## config.mk

```make
export PLATFORM = sky130hd
export DESIGN_NAME = evsim_core
export DESIGN_NICKNAME = d
export VERILOG_FILES = /design/src/rtl/evsim_pkg.sv /design/src/rtl/evsim_eval.sv /design/src/rtl/evsim_wheel.sv /design/src/rtl/evsim_core.sv
export SDC_FILE = /design/constraint.sdc
export NUM_CORES = 2
export LEC_CHECK = 0
export BUFFER_PORTS_ARGS = -buffer_cell sky130_fd_sc_hd__buf_2
export CAP_MARGIN = 20
export CORE_MARGIN = 8
export CORE_UTILIZATION = 38
export CTS_CLUSTER_DIAMETER = 150
export CTS_CLUSTER_SIZE = 10
export DETAILED_ROUTE_END_ITERATION = 10
export PLACE_DENSITY_LB_ADDON = 0.1
export SYNTH_ARGS = -nofsm -noshare
export SYNTH_HDL_FRONTEND = slang
export SYNTH_SLANG_ARGS = --single-unit
```

## constraint.sdc

```tcl
create_clock -name clk -period 8.1 [get_ports clk]
set_input_delay 0 -clock clk [delete_from_list [all_inputs] [get_ports clk]]
set_output_delay 0 -clock clk [all_outputs]
set_load 0.005 [all_outputs]
```

## src/rtl/evsim_pkg.sv

```systemverilog
package evsim_pkg;
  localparam logic [1:0] LV_0 = 2'b00;
  localparam logic [1:0] LV_1 = 2'b01;
  localparam logic [1:0] LV_X = 2'b10;
  localparam logic [1:0] LV_Z = 2'b11;

  localparam logic [2:0] FN_AND  = 3'd0;
  localparam logic [2:0] FN_OR   = 3'd1;
  localparam logic [2:0] FN_XOR  = 3'd2;
  localparam logic [2:0] FN_NAND = 3'd3;
  localparam logic [2:0] FN_NOR  = 3'd4;
  localparam logic [2:0] FN_FA   = 3'd5;

  // X and Z both have the upper code bit set
  function automatic logic lv_known(logic [1:0] v);
    return !v[1];
  endfunction

  function automatic logic [1:0] lv_inv(logic [1:0] v);
    return lv_known(v) ? {1'b0, ~v[0]} : LV_X;
  endfunction

  function automatic logic [1:0] lv_and(logic [1:0] a, logic [1:0] b);
    if (a == LV_0 || b == LV_0) return LV_0;
    if (lv_known(a) && lv_known(b)) return LV_1;
    return LV_X;
  endfunction

  function automatic logic [1:0] lv_or(logic [1:0] a, logic [1:0] b);
    if (a == LV_1 || b == LV_1) return LV_1;
    if (lv_known(a) && lv_known(b)) return LV_0;
    return LV_X;
  endfunction

  function automatic logic [1:0] lv_xor(logic [1:0] a, logic [1:0] b);
    if (lv_known(a) && lv_known(b)) return {1'b0, a[0] ^ b[0]};
    return LV_X;
  endfunction
endpackage

```

## src/rtl/evsim_eval.sv

```systemverilog
module evsim_eval
  import evsim_pkg::*;
(
  input  logic [2:0] func,
  input  logic [1:0] a,
  input  logic [1:0] b,
  input  logic [1:0] c,
  output logic [1:0] y_sum,
  output logic [1:0] y_carry
);
  logic [1:0] and_ab;
  logic [1:0] or_ab;
  logic       all_known;

  always_comb begin
    and_ab    = lv_and(a, b);
    or_ab     = lv_or(a, b);
    all_known = lv_known(a) && lv_known(b) && lv_known(c);
    y_carry   = LV_X;
    case (func)
      FN_AND:  y_sum = and_ab;
      FN_OR:   y_sum = or_ab;
      FN_XOR:  y_sum = lv_xor(a, b);
      FN_NAND: y_sum = lv_inv(and_ab);
      FN_NOR:  y_sum = lv_inv(or_ab);
      FN_FA: begin
        if (all_known) begin
          y_sum   = {1'b0, a[0] ^ b[0] ^ c[0]};
          y_carry = {1'b0, (a[0] & b[0]) | (a[0] & c[0]) | (b[0] & c[0])};
        end else begin
          y_sum   = LV_X;
        end
      end
      default: y_sum = LV_X;
    endcase
  end
endmodule

```

## src/rtl/evsim_wheel.sv

```systemverilog
module evsim_wheel #(
  parameter int SLOTS = 16,
  parameter int DEPTH = 8,
  parameter int EW    = 6
) (
  input  logic                     clk,
  input  logic                     rst,
  input  logic                     push,
  input  logic [$clog2(SLOTS)-1:0] push_slot,
  input  logic [EW-1:0]            push_data,
  input  logic                     pop,
  input  logic [$clog2(SLOTS)-1:0] pop_slot,
  output logic [EW-1:0]            head_data,
  output logic                     head_empty,
  output logic                     all_empty,
  output logic                     ovf
);
  localparam int SW = $clog2(SLOTS);
  localparam int PW = $clog2(DEPTH);
  localparam int CW = $clog2(DEPTH + 1);

  logic [EW-1:0] mem [SLOTS*DEPTH];
  logic [PW-1:0] wp  [SLOTS];
  logic [PW-1:0] rp  [SLOTS];
  logic [CW-1:0] cnt [SLOTS];
  logic          push_ok;
  logic          pop_ok;

  assign push_ok    = push && (cnt[push_slot] != CW'(DEPTH));
  assign pop_ok     = pop && (cnt[pop_slot] != '0);
  assign head_data  = mem[{pop_slot, rp[pop_slot]}];
  assign head_empty = (cnt[pop_slot] == '0);

  always_comb begin
    all_empty = 1'b1;
    for (int s = 0; s < SLOTS; s++)
      if (cnt[s] != '0) all_empty = 1'b0;
  end

  always_ff @(posedge clk) begin
    if (push_ok) mem[{push_slot, wp[push_slot]}] <= push_data;
  end

  always_ff @(posedge clk) begin
    if (rst) begin
      ovf <= 1'b0;
      for (int s = 0; s < SLOTS; s++) begin
        wp[s]  <= '0;
        rp[s]  <= '0;
        cnt[s] <= '0;
      end
    end else begin
      if (push && !push_ok) ovf <= 1'b1;
      if (push_ok) wp[push_slot] <= wp[push_slot] + 1'b1;
      if (pop_ok)  rp[pop_slot]  <= rp[pop_slot] + 1'b1;
      for (int s = 0; s < SLOTS; s++)
        cnt[s] <= cnt[s] + CW'(push_ok && (push_slot == SW'(s)))
                         - CW'(pop_ok && (pop_slot == SW'(s)));
    end
  end

  a_r11_full_sets_ovf: assert property (@(posedge clk) disable iff (rst)
    (push && cnt[push_slot] == CW'(DEPTH)) |=> ovf);
  a_r11_full_drops: assert property (@(posedge clk) disable iff (rst)
    (push && !pop && cnt[push_slot] == CW'(DEPTH)) |=> (cnt[$past(push_slot)] == CW'(DEPTH)));
endmodule

```

## src/rtl/evsim_core.sv

```systemverilog
module evsim_core
  import evsim_pkg::*;
#(
  parameter int NODES  = 16,
  parameter int BLOCKS = 4,
  parameter int SLOTS  = 16,
  parameter int DEPTH  = 8,
  parameter int DLY_W  = 4,
  parameter int TIME_W = 16
) (
  input  logic                       clk,
  input  logic                       rst,
  input  logic                       cfg_we,
  input  logic [$clog2(BLOCKS)-1:0]  cfg_blk,
  input  logic [2:0]                 cfg_func,
  input  logic [$clog2(NODES)-1:0]   cfg_in_a,
  input  logic [$clog2(NODES)-1:0]   cfg_in_b,
  input  logic [$clog2(NODES)-1:0]   cfg_in_c,
  input  logic [$clog2(NODES)-1:0]   cfg_out_s,
  input  logic [$clog2(NODES)-1:0]   cfg_out_c,
  input  logic [DLY_W-1:0]           cfg_rise,
  input  logic [DLY_W-1:0]           cfg_fall,
  input  logic                       seed_we,
  input  logic [$clog2(NODES)-1:0]   seed_node,
  input  logic [1:0]                 seed_val,
  input  logic [DLY_W-1:0]           seed_delay,
  input  logic                       start,
  input  logic [TIME_W-1:0]          stop_time,
  input  logic [$clog2(NODES)-1:0]   rd_node,
  output logic [1:0]                 rd_val,
  output logic                       upd_valid,
  output logic [$clog2(NODES)-1:0]   upd_node,
  output logic [1:0]                 upd_val,
  output logic [TIME_W-1:0]          upd_time,
  output logic                       busy,
  output logic                       done,
  output logic [TIME_W-1:0]          sim_time,
  output logic                       overflow
);
  localparam int NW = $clog2(NODES);
  localparam int BW = $clog2(BLOCKS);
  localparam int SW = $clog2(SLOTS);
  localparam int EW = NW + 2;
  localparam int IW = BW + 1;
  localparam logic [IW-1:0] IDX_LAST = IW'(2 * BLOCKS - 1);

  typedef enum logic [1:0] {ST_IDLE, ST_POP, ST_EVAL, ST_ADV} st_t;
  st_t st;

  // block table: configuration (no reset) and run state (reset)
  logic [2:0]       blk_fn   [BLOCKS];
  logic [NW-1:0]    blk_a    [BLOCKS];
  logic [NW-1:0]    blk_b    [BLOCKS];
  logic [NW-1:0]    blk_c    [BLOCKS];
  logic [NW-1:0]    blk_os   [BLOCKS];
  logic [NW-1:0]    blk_oc   [BLOCKS];
  logic [DLY_W-1:0] blk_rise [BLOCKS];
  logic [DLY_W-1:0] blk_fall [BLOCKS];
  logic [BLOCKS-1:0] blk_vld;
  logic [1:0]       blk_qs   [BLOCKS];
  logic [1:0]       blk_qc   [BLOCKS];
  logic [1:0]       node_q   [NODES];
  logic [BLOCKS-1:0] pend;
  logic [BLOCKS-1:0] reads_ev;
  logic [IW-1:0]    idx;

  // wheel interface
  logic          w_push, w_pop, w_head_empty, w_all_empty;
  logic [SW-1:0] w_push_slot, cur_slot;
  logic [EW-1:0] w_push_data, w_head;
  logic [NW-1:0] ev_node;
  logic [1:0]    ev_val;

  // evaluation path
  logic [BW-1:0]    cur_blk;
  logic             cur_sel;
  logic [1:0]       y_sum, y_carry, new_v, old_v;
  logic [DLY_W-1:0] dly;
  logic             want;

  assign cur_slot = sim_time[SW-1:0];
  assign cur_blk  = idx[IW-1:1];
  assign cur_sel  = idx[0];
  assign {ev_node, ev_val} = w_head;

  evsim_eval u_eval (
    .func    (blk_fn[cur_blk]),
    .a       (node_q[blk_a[cur_blk]]),
    .b       (node_q[blk_b[cur_blk]]),
    .c       (node_q[blk_c[cur_blk]]),
    .y_sum   (y_sum),
    .y_carry (y_carry)
  );

  always_comb begin
    new_v = cur_sel ? y_carry : y_sum;
    old_v = cur_sel ? blk_qc[cur_blk] : blk_qs[cur_blk];
    want  = (st == ST_EVAL) && pend[cur_blk] && blk_vld[cur_blk] &&
            (!cur_sel || blk_fn[cur_blk] == FN_FA) && (new_v != old_v);
    if (new_v == LV_1)      dly = blk_rise[cur_blk];
    else if (new_v == LV_0) dly = blk_fall[cur_blk];
    else dly = (blk_rise[cur_blk] > blk_fall[cur_blk]) ? blk_rise[cur_blk] : blk_fall[cur_blk];
  end

  // which blocks read the net of the event at the head of the slot
  for (genvar g = 0; g < BLOCKS; g++) begin : g_fanout
    assign reads_ev[g] = blk_vld[g] &&
      (blk_a[g] == ev_node || blk_b[g] == ev_node ||
       (blk_fn[g] == FN_FA && blk_c[g] == ev_node));
  end

  always_comb begin
    if (st == ST_IDLE) begin
      w_push      = seed_we;
      w_push_slot = cur_slot + SW'(seed_delay);
      w_push_data = {seed_node, seed_val};
    end else begin
      w_push      = want;
      w_push_slot = cur_slot + SW'(dly);
      w_push_data = {cur_sel ? blk_oc[cur_blk] : blk_os[cur_blk], new_v};
    end
    w_pop = (st == ST_POP) && !w_head_empty;
  end

  evsim_wheel #(.SLOTS(SLOTS), .DEPTH(DEPTH), .EW(EW)) u_wheel (
    .clk        (clk),
    .rst        (rst),
    .push       (w_push),
    .push_slot  (w_push_slot),
    .push_data  (w_push_data),
    .pop        (w_pop),
    .pop_slot   (cur_slot),
    .head_data  (w_head),
    .head_empty (w_head_empty),
    .all_empty  (w_all_empty),
    .ovf        (overflow)
  );

  always_ff @(posedge clk) begin
    if (cfg_we) begin
      blk_fn[cfg_blk]   <= cfg_func;
      blk_a[cfg_blk]    <= cfg_in_a;
      blk_b[cfg_blk]    <= cfg_in_b;
      blk_c[cfg_blk]    <= cfg_in_c;
      blk_os[cfg_blk]   <= cfg_out_s;
      blk_oc[cfg_blk]   <= cfg_out_c;
      blk_rise[cfg_blk] <= cfg_rise;
      blk_fall[cfg_blk] <= cfg_fall;
    end
  end

  always_ff @(posedge clk) begin
    rd_val <= node_q[rd_node];
  end

  always_ff @(posedge clk) begin
    if (rst) begin
      st        <= ST_IDLE;
      sim_time  <= '0;
      busy      <= 1'b0;
      done      <= 1'b0;
      upd_valid <= 1'b0;
      upd_node  <= '0;
      upd_val   <= LV_X;
      upd_time  <= '0;
      pend      <= '0;
      idx       <= '0;
      blk_vld   <= '0;
      for (int b = 0; b < BLOCKS; b++) begin
        blk_qs[b] <= LV_X;
        blk_qc[b] <= LV_X;
      end
      for (int n = 0; n < NODES; n++) node_q[n] <= LV_X;
    end else begin
      upd_valid <= 1'b0;
      if (cfg_we) begin
        blk_vld[cfg_blk] <= 1'b1;
        blk_qs[cfg_blk]  <= LV_X;
        blk_qc[cfg_blk]  <= LV_X;
      end
      case (st)
        ST_IDLE: if (start) begin
          st   <= ST_POP;
          busy <= 1'b1;
          done <= 1'b0;
        end
        ST_POP: begin
          if (w_head_empty) begin
            st  <= ST_EVAL;
            idx <= '0;
          end else if (ev_val != node_q[ev_node]) begin
            node_q[ev_node] <= ev_val;
            pend      <= pend | reads_ev;
            upd_valid <= 1'b1;
            upd_node  <= ev_node;
            upd_val   <= ev_val;
            upd_time  <= sim_time;
          end
        end
        ST_EVAL: begin
          if (want) begin
            if (cur_sel) blk_qc[cur_blk] <= new_v;
            else         blk_qs[cur_blk] <= new_v;
          end
          if (idx == IDX_LAST) begin
            pend <= '0;
            st   <= ST_ADV;
          end else begin
            idx <= idx + 1'b1;
          end
        end
        default: begin
          if (w_all_empty || sim_time == stop_time) begin
            st   <= ST_IDLE;
            busy <= 1'b0;
            done <= 1'b1;
          end else begin
            sim_time <= sim_time + 1'b1;
            st       <= ST_POP;
          end
        end
      endcase
    end
  end

  a_r9_adv_slot_drained: assert property (@(posedge clk) disable iff (rst)
    (st == ST_ADV) |-> w_head_empty);
  a_r3_block_event_future: assert property (@(posedge clk) disable iff (rst)
    (st == ST_EVAL && w_push) |-> (w_push_slot != cur_slot));
  a_r10_stop_halts: assert property (@(posedge clk) disable iff (rst)
    (st == ST_ADV && sim_time == stop_time) |=> (st == ST_IDLE && $stable(sim_time)));
  a_r13_busy_done_excl: assert property (@(posedge clk) disable iff (rst)
    !(busy && done));
  a_r12_upd_is_change: assert property (@(posedge clk) disable iff (rst)
    upd_valid |-> (node_q[upd_node] == upd_val));
  a_r8_eval_only_fanout: assert property (@(posedge clk) disable iff (rst)
    (st == ST_IDLE) |-> (pend == '0));
endmodule

```

; ---- After elaboration in Yosys (flattened, before gate mapping)
; Memory sizes are Yosys's and may differ from the RTL's. A register that Yosys moved wholly into a read port is not among the register bits.
; Index checks and enable logic that the tools add are counted.
[word_totals]
register_bits = 55
ram_bits = 1100
in_bits = 68
output_inout_bits = 44
wordCells = 439
mem_count = 15
[memory_table]
columns = memory, words, word_bits, read_ports, rd_ports_with_merged_regs, wr, line
row1 = u_wheel.mem, 128, 6, 1, 0, 1, evsim_wheel.sv:22  ; logic [EW-1:0] mem [SLOTS*DEPTH];
row2 = u_wheel.cnt, 16, 4, 18, 1, 16, evsim_wheel.sv:25  ; logic [CW-1:0] cnt [SLOTS];
row3 = u_wheel.rp, 16, 3, 1, 1, 16, evsim_wheel.sv:24  ; logic [PW-1:0] rp [SLOTS];
row4 = u_wheel.wp, 16, 3, 1, 0, 16, evsim_wheel.sv:23  ; logic [PW-1:0] wp [SLOTS];
row5 = node_q, 16, 2, 5, 1, 16, evsim_core.sv:62  ; logic [1:0] node_q [NODES];
row6 = blk_a, 4, 4, 5, 1, 1, evsim_core.sv:52  ; logic [NW-1:0] blk_a [BLOCKS];
row7 = 9 more memories, -, -, -, -, -, -
[op_classes]
add_sub_neg = 38
n_lt_le_gt_ge = 4
n_eq_ne = 67
n_mux = 161
bitwise = 31
reduce_logical = 111
[ops]
columns = cell, n
row1 = 2-to-1 mux 4 bit, 31
row2 = 2-to-1 mux 2 bit, 49
row3 = nonzero test 4 bit, 17
row4 = 2-to-1 mux 1 bit, 67
row5 = adder 4 x 1 -> 4 bit, 16
row6 = "equality test 4 bit, second input constant", 16
row7 = subtractor 4 x 1 -> 4 bit, 16
row8 = logical AND 1 bit, 51
row9 = equality test 4 bit, 12
row10 = "equality test 4 x 3 -> 1 bit, second input constant", 8
row11 = "equality test 3 bit, second input constant", 7
row12 = OR 1 bit, 18
row13 = "adder 16 x 1 -> 16 bit, second input constant", 1
row14 = equality test 16 bit, 1
row15 = "equality test 4 x 2 -> 1 bit, second input constant", 4
row16 = zero test 4 bit, 3
row17 = logical OR 1 bit, 12
row18 = 2-to-1 mux 3 bit, 4
row19 = one-hot mux 2 bit (6 select lines), 1
row20 = AND reduction 3 bit, 4
row21 = OR reduction 2 bit, 6
row22 = "adder 3 x 1 -> 3 bit, second input constant", 3
row23 = OR reduction 3 bit, 3
row24 = adder 4 bit, 2
row25 = other kinds (29), 60

; ---- Logic depth before layout (Yosys ltp)
; An unclocked memory read counts as a cell.
[logic_depth]
depth_word = 24
mapped_depth = 40
depth_no_buf = 33

; ---- By module
; Synthesis repeated with hierarchy kept, for this count alone.
[unflattened]
hier_cells = 3794
hier_area_um2 = 52994.6
[by_module_without_submodules]
columns = module, n_inst, cells_each, area_per_inst_um2, seq_area_each_um2
row1 = evsim_wheel, 1, 2860, 40796.6, 27246.1
row2 = evsim_core, 1, 907, 11992.8, 6326.1
row3 = evsim_eval, 1, 27, 205.2, 0.0

; ---- Worst setup path before layout
; OpenSTA, ideal clock, no wires.
[synth_timing]
path_type = reg2reg
startpoint = reg (tool-made name)
endpoint = mem u_wheel.mem[0][2] (data pin)
setup_time_ps = 1197
t_arrival_ps = 7485
t_required_ps = 6903
slack_ps = -582
stages_incl_launch_ff = 8
n_path_buf = 4
synth_period_minus_slack_ps = 8682
path_cell_list = dfxtp_1 buf_2 buf_1 buf_1 buf_1 mux4_2 mux2i_1 o21ai_0
[synth_lines]
columns = item, line
row1 = end: declaration, evsim_wheel.sv:22

==> run metrics <==
Leak Pwr 0.02066 uW; FF+latch count, synth 1163; Die X 386.3 um; first-pass GRT wire length 233900 um; r2r setup slk 320 ps; CTS Sinks 1163; peak supply drop 0.3083 mV; Num CTS Buffers 134; CTS tree done; DRT Pass-1 Iters 6; outcome finished, final reports clean; leading area contributor after synthesis edfxtp_1; power per cell area 317.6 nW/um^2; post-route ant nets 0; Top Ports 112; GR peak layer met2; clock latency on the worst-skew pair 780 ps; Placer Congestion 0.8214; Final Cycle Share 0.9601; area growth from synthesis to layout 15.58%; Post-synth EDFFs 1036; Avg WL per Cell 26.39 um; Die Height 386.3 um; post-DP HPWL 105900 um; Hold Crit Class input port to flip-flop; vias post-DR 33794; Clock transition at path regs 60 ps; Synth Area in Compound Gates 0.05668; Root Buffer Master clkbuf_16; nets 4452; Crit. End Element flip-flop; Seq/Total Area, Yosys 0.6457; initial antenna violation count 9; Mean Syn Cell Area 13.09 sq um; clock skew 36.00 ps; Post-Synth XOR/XNOR Area 0.01897; Worst Reg-to-Reg Cells 17; Req. time, crit path 8550 ps; GRT overflow 0; non-filler instance count after layout 6109; post-route cell area 60230 sq um; max frequency 0.1286 GHz; HP Start seed_node[1]; dpl cells 5843; area fraction of the dominant cell type after synthesis 0.5969; met1 Use GR 0.2942; core box area 136800 sq um; largest net degree at the start of global routing 152; Synth Area in Adders 0.03116; top cells by area, synth edfxtp_1 60%, dfxtp_1 4.9%, mux4_2 4.6%, nand2_1 4.1%, mux2i_1 3.5%; effective utilization at floorplan 0.3809; most common flop cell mapped by yosys edfxtp_1; Fin. Hold Viols 0; Syn Inst Count 3982; All-Layer GR Usage 0.2128; max cap viols 0; Worst EP arrival 8230 ps; DIE AREA 149300 sq um; dpl cell area 55600 sq um; Crit Path Max Fanout 15; commonest non-fill, non-tap cell in the layout edfxtp_1; Hold Path Depth 4; headroom to the max-slew limit 0.2619; Synth Net Count 4169; simple-gate area share of the yosys netlist 0.1298; largest family of logic cells by synthesized area simple AND/OR/NAND/NOR gates; Netlist cell types 88; H-tree levels 4; DRC viols 0; CP Class flip-flop to flip-flop; r2r endpoint node_q[7][0]$_SDFFCE_PN0P_; Slew Limit Fails 0; drt total wl 161200 um; Period minus WS final 7777 ps; layout cell share with drive strength beyond 1 0.1603; most frequent cells in the layout 1036 x edfxtp_1, 570 x nand2_1, 384 x nor2_1; CTS max path bufs 3; First DRT Iteration DRCs 3003; Async S/R FF share, synth 0; final setup vio count 0; synth warn 0; GR Util met2 0.3483; met3 Use GR 0.03501; vias in the first global route 33655; mux share of post-synthesis cell area 0.08746; # rows 136; CP Launch Type flip-flop; PortBufs 111; Worst Hold Path EP u_wheel.mem[20][3]$_DFFE_PP_; Post-Syn Area 52120 sq um; via-per-instance ratio 5.532; slew of the pin with the lowest slew margin 1105 ps
## critical path, cell delays in order (launching register included)
cell and delay [ps]:
dfxtp_1 890, buf_4 280, mux4_2 510, nand3b_1 90
and4_4 390, inv_4 140, nand2_1 530, buf_4 290
o22ai_1 130, nor4_1 890, o221ai_1 610, nor3_4 580
nor2b_1 380, a22oi_1 220, a21bo_2 280, a41oi_4 460
nand3b_1 390, o21bai_1 330
## how the worst max path moves through the flow
stage	startpoint	to
after floorplan	flip-flop	u_wheel.cnt[8][2]$_SDFF_PP0_
after global placement	flip-flop	u_wheel.cnt[1][2]$_SDFF_PP0_
after detailed placement	flip-flop	u_wheel.cnt[1][2]$_SDFF_PP0_
after CTS	flip-flop	u_wheel.mem[87][4]$_DFFE_PP_
after global routing	flip-flop	u_wheel.cnt[0][2]$_SDFF_PP0_
final	flip-flop	node_q[7][0]$_SDFFCE_PN0P_
## through the flow
step                setup slack [ps]  TNS, ps  total power (uW)  hold WS [ps]    util
floorplan                      58.82        0             11050         98.87       -
CTS                            10.16        0             19250         30.49  0.4394
finish                         323.0        0             19130         65.51  0.4403
detailed placement            -31.63   -31.63             13740         220.8  0.4064
global placement               141.0        0             13740         218.3  0.4064
global route                  -60.65   -178.0             19870         61.13  0.4402
## logic make-up (layout without fill, tap and decap cells)
| kind of cell | Yosys count | in the layout |
|---|---|---|
| and+or+nand+nor | 1481 | 1481 |
| muxes | 317 | 317 |
| buffers and inverters | 363 | 693 |
| xor gates and xnor gates | 112 | 112 |
| other | 0 | 3 |
| adders and majority gates | 119 | 119 |
| AOI/OAI and AO/OA | 427 | 427 |
| DFF | 1163 | 1163 |
## repair_timing
action                     in CTS  in global routing
buffers inserted                0                  4
hold endpoints to repair      356                  0
cloned                          0                  1
setup endpoints to repair       3                853
hold buffers                   75                  0
gates resized for setup         2                 16
pin swaps                       0                  0
## flip-flops by register name (all words and copies together), names as in the netlist, 3 cells and up, named ones only
signal and flops:
blk_os 16, blk_fall 16, u_wheel.cnt 64, blk_rise 16, blk_a 16, blk_fn 12
blk_b 16, blk_oc 16, idx 3, u_wheel.mem 768, u_wheel.wp 48, upd_node 4
blk_qs 8, upd_time 16, blk_c 16, blk_qc 8, blk_vld 4, node_q 32
u_wheel.rp 48, pend 4, sim_time 16
## cell usage after synthesis, types with 16 or more instances
cell,count
edfxtp_1,1036
nand2_1,571
nor2_1,387
mux2i_1,182
nand3_1,160
clkbuf_1,129
dfxtp_1,127
inv_1,115
mux4_2,107
ha_1,101
a21oi_1,78
xnor2_1,71
and3_1,70
a311oi_1,62
buf_2,59
o22ai_1,53
o21ai_0,50
nor4_1,46
xor2_1,40
nand2b_1,36
or2_2,36
nor2b_1,35
a31oi_1,33
nor3_1,33
buf_1,30
nand4_1,28
mux2_2,26
a21o_1,24
a211oi_1,20
fa_1,18
or3_1,16
## metal layers
metal  vias up  part of all wire
met2      1094              0.48
li1      15306                 -
met1     17171              0.44
met4         0             0.025
met3       223             0.061
met5         -                 0
## report_power, final
group / total (uW) / switching (uW) / internal, uW
combinational: 6180 / 4420 / 1760
clock: 5460 / 2400 / 3060
sequential: 7490 / 113 / 7380
total: 19100 / 6930 / 12200
## area by class of cell
class	instances	area [sq um]
fillers	12633	76580
flip-flops and latches	1163	33660
multi-input cells	2456	17090
clock buffers	169	3527
repair buffers	390	3019
well taps	1794	2245
inverters	120	460.4
clock inverters	14	222.7
diodes	3	7.507
Power figures use the tool's default switching activity.
